--- src/rtl/ubd_pkg.sv ---
package ubd_pkg;

  // Next state of one storage bit: track in transparent mode, load on a
  // detected strobe rise in capture mode, otherwise hold.
  function automatic logic next_bit(input logic pass, input logic rise,
                                    input logic d, input logic q);
    if (pass || rise) return d;
    return q;
  endfunction

  // Value seen at one lane: input when transparent, storage otherwise.
  function automatic logic view_bit(input logic pass, input logic d,
                                    input logic q);
    return pass ? d : q;
  endfunction

endpackage

--- src/rtl/ubd_edge.sv ---
module ubd_edge (
  input  logic clk,
  input  logic rst_n,
  input  logic strobe,
  output logic rise
);
  logic prev_q;

  // Reset to 1 so a strobe already high at reset release is not an edge.
  always_ff @(posedge clk or negedge rst_n) begin
    if (!rst_n) prev_q <= 1'b1;
    else        prev_q <= strobe;
  end

  assign rise = strobe & ~prev_q;
endmodule

--- src/rtl/ubd_cell.sv ---
module ubd_cell
  import ubd_pkg::*;
(
  input  logic clk,
  input  logic rst_n,
  input  logic pass,
  input  logic rise,
  input  logic d,
  output logic q,
  output logic y
);
  always_ff @(posedge clk or negedge rst_n) begin
    if (!rst_n) q <= 1'b0;
    else        q <= next_bit(pass, rise, d, q);
  end

  assign y = view_bit(pass, d, q);
endmodule

--- src/rtl/ubd_drive.sv ---
module ubd_drive #(
  parameter int W = 18
) (
  input  logic         drive_n,
  output logic [W-1:0] en
);
  assign en = {W{~drive_n}};
endmodule

--- src/rtl/univ_bus_driver.sv ---
module univ_bus_driver #(
  parameter int W = 18
) (
  input  logic         clk,
  input  logic         rst_n,
  input  logic [W-1:0] a_in,
  input  logic         pass_en,
  input  logic         cap_clk,
  input  logic         drive_n,
  output logic [W-1:0] y_val,
  output logic [W-1:0] y_en,
  output logic [W-1:0] held_q
);
  // Named internal events, shared by all lanes.
  logic cap_rise;
  logic capture_mode;

  assign capture_mode = ~pass_en;

  ubd_edge u_edge (
    .clk    (clk),
    .rst_n  (rst_n),
    .strobe (cap_clk),
    .rise   (cap_rise)
  );

  for (genvar i = 0; i < W; i++) begin : g_lane
    ubd_cell u_cell (
      .clk   (clk),
      .rst_n (rst_n),
      .pass  (~capture_mode),
      .rise  (cap_rise),
      .d     (a_in[i]),
      .q     (held_q[i]),
      .y     (y_val[i])
    );
  end

  ubd_drive #(.W(W)) u_drive (
    .drive_n (drive_n),
    .en      (y_en)
  );
endmodule

--- config.mk ---
export PLATFORM = sky130hd
export DESIGN_NAME = univ_bus_driver
export DESIGN_NICKNAME = d
export VERILOG_FILES = /design/src/rtl/ubd_pkg.sv /design/src/rtl/ubd_edge.sv /design/src/rtl/ubd_cell.sv /design/src/rtl/ubd_drive.sv /design/src/rtl/univ_bus_driver.sv
export SDC_FILE = /design/constraint.sdc
export NUM_CORES = 1
export LEC_CHECK = 0
export ABC_AREA = 1
export BUFFER_PORTS_ARGS = -buffer_cell sky130_fd_sc_hd__buf_2
export CAP_MARGIN = 10
export CORE_ASPECT_RATIO = 0.7
export CORE_MARGIN = 2
export CORE_UTILIZATION = 45
export CTS_CLUSTER_SIZE = 20
export DETAILED_ROUTE_END_ITERATION = 10
export PLACE_DENSITY = 0.8
export SYNTH_ARGS = -nofsm -noshare
export SYNTH_HDL_FRONTEND = slang
export SYNTH_SLANG_ARGS = --single-unit
export TNS_END_PERCENT = 20
--- constraint.sdc ---
create_clock -name clk -period 2.15 [get_ports clk]
set_input_delay 0.215 -clock clk [delete_from_list [all_inputs] [get_ports clk]]
set_output_delay 0.215 -clock clk [all_outputs]
set_load 0.03 [all_outputs]
# Yosys cells after proc, flatten, opt, wreduce, memory -nomap -nowiden
# Cells that the tools add are included.
classes:
  bitwise: 3
  mux: 37
  reduce_logical: 1
op_table:
  columns: ["operator", "n"]
  rows:
  - ["$mux 1", 37]
  - ["$not 1->1", 2]
  - ["$and 1x1->1", 1]
  - ["$logic_or 1x1->1", 1]
word_totals:
  out_inout_bits: 54
  in_bits: 23
  elab_cells: 60
  register_bits: 19

# Logic depth before layout (Yosys ltp)
logic_depth:
  depth_word: 4
  depth_mapped: 6
  ltp_nobuf: 5

# Modules after synthesis
# A second synthesis with hierarchy kept.
hier_totals:
  hier_cells: 165
  hier_area_um2: 1136.1
modules_own_cells:
  columns: ["mod", "instances", "cells_each", "area_each_um2", "seq_area_each_um2"]
  rows:
  - ["ubd_cell", 18, 8, 53.8, 25.0]
  - ["ubd_drive", 1, 18, 131.4, 0.0]
  - ["ubd_edge", 1, 3, 36.3, 26.3]

# Worst setup path after synthesis
# Ideal clock, no wire load.
synth_path:
  path_type: "input -> output"
  startpoint: "in drive_n"
  endpoint: "out y_en[10]"
  required_time_ns: 1.935
  slack_ns: 1.027
  arrival_ns: 0.908
  cell_stages: 2
  cell_sequence: "inv_1 > buf_4"
synth_via:
  elab_chain_len: 1
synth_lines:
  columns: ["item", "line_no", "source"]
  rows:
  - ["start, declared", "univ_bus_driver.sv:9", "input logic drive_n,"]
  - ["$not 1->1", "ubd_drive.sv:7", "assign en = {W{~drive_n}};"]
  - ["end, declared", "univ_bus_driver.sv:11", "output logic [W-1:0] y_en,"]
# Every way passes these cells.

# Worst setup path after layout
layout_path:
  startpoint: "in pass_en"
  endpoint: "out y_val[8]"
layout_via:
  elab_chain_len: 1
layout_lines:
  columns: ["item", "line_no", "source"]
  rows:
  - ["start, declared", "univ_bus_driver.sv:7", "input logic pass_en,"]
  - ["$mux 1", "ubd_pkg.sv:14", "return pass ? d : q;"]
  - ["end, declared", "univ_bus_driver.sv:10", "output logic [W-1:0] y_val,"]
# Every way passes these cells.

==> impl_metrics.tcl <==
set metrics [dict create \
    postCtsResizedCells 0 \
    nNetsFinal 237 \
    cts_buffer_depth 2 \
    dr.first_iter.drc_count 64 \
    ff2ff_path_depth 5 \
    leakage_nw 0.908 \
    drc 0 \
    drive_gt1_share_pct 39.4 \
    slew_headroom_pct 70.4 \
    post-route-period-util_pct 59.3 \
    p_clk_share_pct 24.1 \
    swShare_pct 40.8 \
    pwr-share-seq_pct 39.6 \
    synthCells 192 \
    coreArea_um2 2880 \
    final_max_slew_viol_count 0 \
    die_area_um2 3610 \
    crit_buf_inv 3 \
    fin_skew_ps 8.10 \
    peakVddDrop_uv 357 \
    path_depth 5 \
    status "finished, final reports clean" \
    synthesis.nets 215 \
    netSwitchingPower_w 0.000432 \
    start_util_pct 49.0 \
    yosys.area.top_type "dfrtp_1" \
    synth_common_cells "nand2_1 (90), buf_4 (55), dfrtp_1 (18), nand3_1 (18), buf_6 (3)" \
    fin_setup_tns_ps 0 \
    vias 1120 \
    hold_viol_final 0 \
    ff2ff_setup_slack_ps 960 \
    cp-end-kind "output pin" \
    syn_area_um2 1410 \
    synth-edff-count 0 \
    cellPowerDensity_nw_per_um2 736 \
    grt_pass1_wl_mm 4.49 \
    die_w_um 70.9 \
    yosysSeqAreaShare_pct 33.8 \
    rsz0062_at_grt "false" \
    layout_setup_ws_ps 875 \
    ys_warn_count 0 \
    syn2layout_area_growth_pct 1.77 \
    grt_max_degree 38 \
    finalWirelength_mm 2.73 \
    cts_num_sinks 19 \
    combPwrFrac_pct 36.3 \
    hold_class "in2reg" \
    fp.dieH_um 50.9 \
    portBuffers 76 \
    htree_levels 1 \
    synth.most_common_cell "nand2_1" \
    postLayoutCellArea_um2 1440 \
    clkTransAtPathRegs_ps 80 \
    fp-row-count 16 \
    start_kind "input pin" \
    ys_dominant_reg_cell "dfrtp_1" \
    synth.area.top_cells "dfrtp_1 (32%), buf_4 (29%), nand2_1 (24%), nand3_1 (6.4%), buf_6 (2.4%)" \
    crit_chain "buf_2 > inv_8 > nand2_1 > nand2_1 > buf_2" \
    io-pin-count 77 \
    cp_slowest_cell "buf_2" \
    setup_viol 0 \
    syn_avg_cell_area_um2 7.35 \
    worst_pin_slew_ps 444 \
    fillCellCount 312 \
    timing.hold.ws_ps 72.4 \
    cts_root_buf "clkbuf_8" \
    place.gp.congestion 0.705 \
    dr.pass1.iters 4 \
    antenna_found_initial 0 \
    cts_tree "done" \
    crit_family "buffers and inverters" \
    cp.required_ps 1930 \
    critPathMaxStageDelay_ps 350 \
    insertion_delay_ps 260 \
    place_ws_ps 869 \
    place_area_um2 1380 \
    worst-path-max-fanout 37 \
    synth-seq-cells 19 \
    avgViaCountPerCell 4.50 \
    postSynth.asyncResetShare_pct 100 \
    cap_viol_max_count 0 \
    n_antenna_cell 0 \
    dp_hpwl_mm 1.92 \
    ant_nets 0 \
    grt_pass1_vias 985 \
    drt-wirelength-per-cell_um 11.0 \
    critPathKind "in2out" \
    synth_top_area_share_pct 31.9 \
    fmaxAchievable_mhz 785 \
    cts_buffers 3 \
    cp.arrival_ps 1060 \
    grt_usage_pct 15.8 \
    ys_types 11 \
    grt-ovfl-total 0 \
    fin_crit_ps 1270 \
    p_int_w 0.000626 \
    min_path_cells 1 \
]
timing repair:
| action | 4_1_cts | 5_1_grt |
|---|---|---|
| hold buffers | 1 | 0 |
| buffers inserted | 0 | 0 |
| setup endpoints to repair | 0 | 0 |
| hold endpoints to repair | 18 | 0 |
through the flow:
step,instances,util [%],total power (W)
2_1_floorplan,192,-,0.000808
3_3_place_gp,244,47.9,0.000807
3_5_place_dp,244,47.9,0.000812
4_1_cts,249,49.8,0.00107
5_1_grt,249,49.8,0.00112
6_report,249,49.8,0.00106
power by group through the flow:
stage,Combinational [W],Clock (W),Sequential (W)
floorplan,0.000390,0,0.000418
global placement,0.000382,0,0.000425
detailed placement,0.000387,0,0.000425
CTS,0.000388,0.000262,0.000419
global route,0.000415,0.000278,0.000425
finish,0.000384,0.000255,0.000419
cell type report:
class                   instances  area (um2)  share of cell area (%)
clock inverters                 1        5.00                   0.348
clock buffers                   3        41.3                    2.87
inverters                       3        18.8                    1.31
flip-flops and latches         19         477                    33.2
well taps                      36        45.0                    3.14
repair buffers                 77         390                    27.2
multi-input cells             110         459                    32.0
worst paths after layout:
check	startpoint	endpoint
max	pass_en	y_val[8]
min	cap_clk	u_edge.prev_q$_DFF_PN1_
max reg2reg	u_edge.prev_q$_DFF_PN1_	g_lane[8].u_cell.q$_DFFE_PN0P_
min reg2reg	g_lane[6].u_cell.q$_DFFE_PN0P_	g_lane[6].u_cell.q$_DFFE_PN0P_
max in group asynchronous	rst_n	u_edge.prev_q$_DFF_PN1_
min in group asynchronous	rst_n	g_lane[16].u_cell.q$_DFFE_PN0P_
registers in the layout, summed over array words and instances (netlist names):
register	flops
g_lane.u_cell.q	18
u_edge.prev_q	1
logic make-up after synthesis:
kind of cell / Yosys count / share of synthesized area (%)
simple gates: 110 / 32.5
flops: 19 / 33.8
buf+inv: 63 / 33.7
placed cells by master (no fill, tap or decap):
master         instances
clkinv_2               1
nand2_8                1
buf_2                 76
dfrtp_1               18
clkbuf_8               3
nand3_1               18
inv_8                  1
nand2_4                1
dfstp_2                1
dlygate4sd3_1          1
nand2_1               90
inv_1                  2
layer usage:
metal	GRT usage (%)	vias to the layer above	wire (um)	part of all wire (%)
li1	-	575	-	-
met1	21.1	495	1220	44
met2	24.6	46	1290	47
met3	4.93	4	203	7.4
met4	5.35	0	27	0.99
met5	0	-	0	0
(Power assumes the default switching activity.)
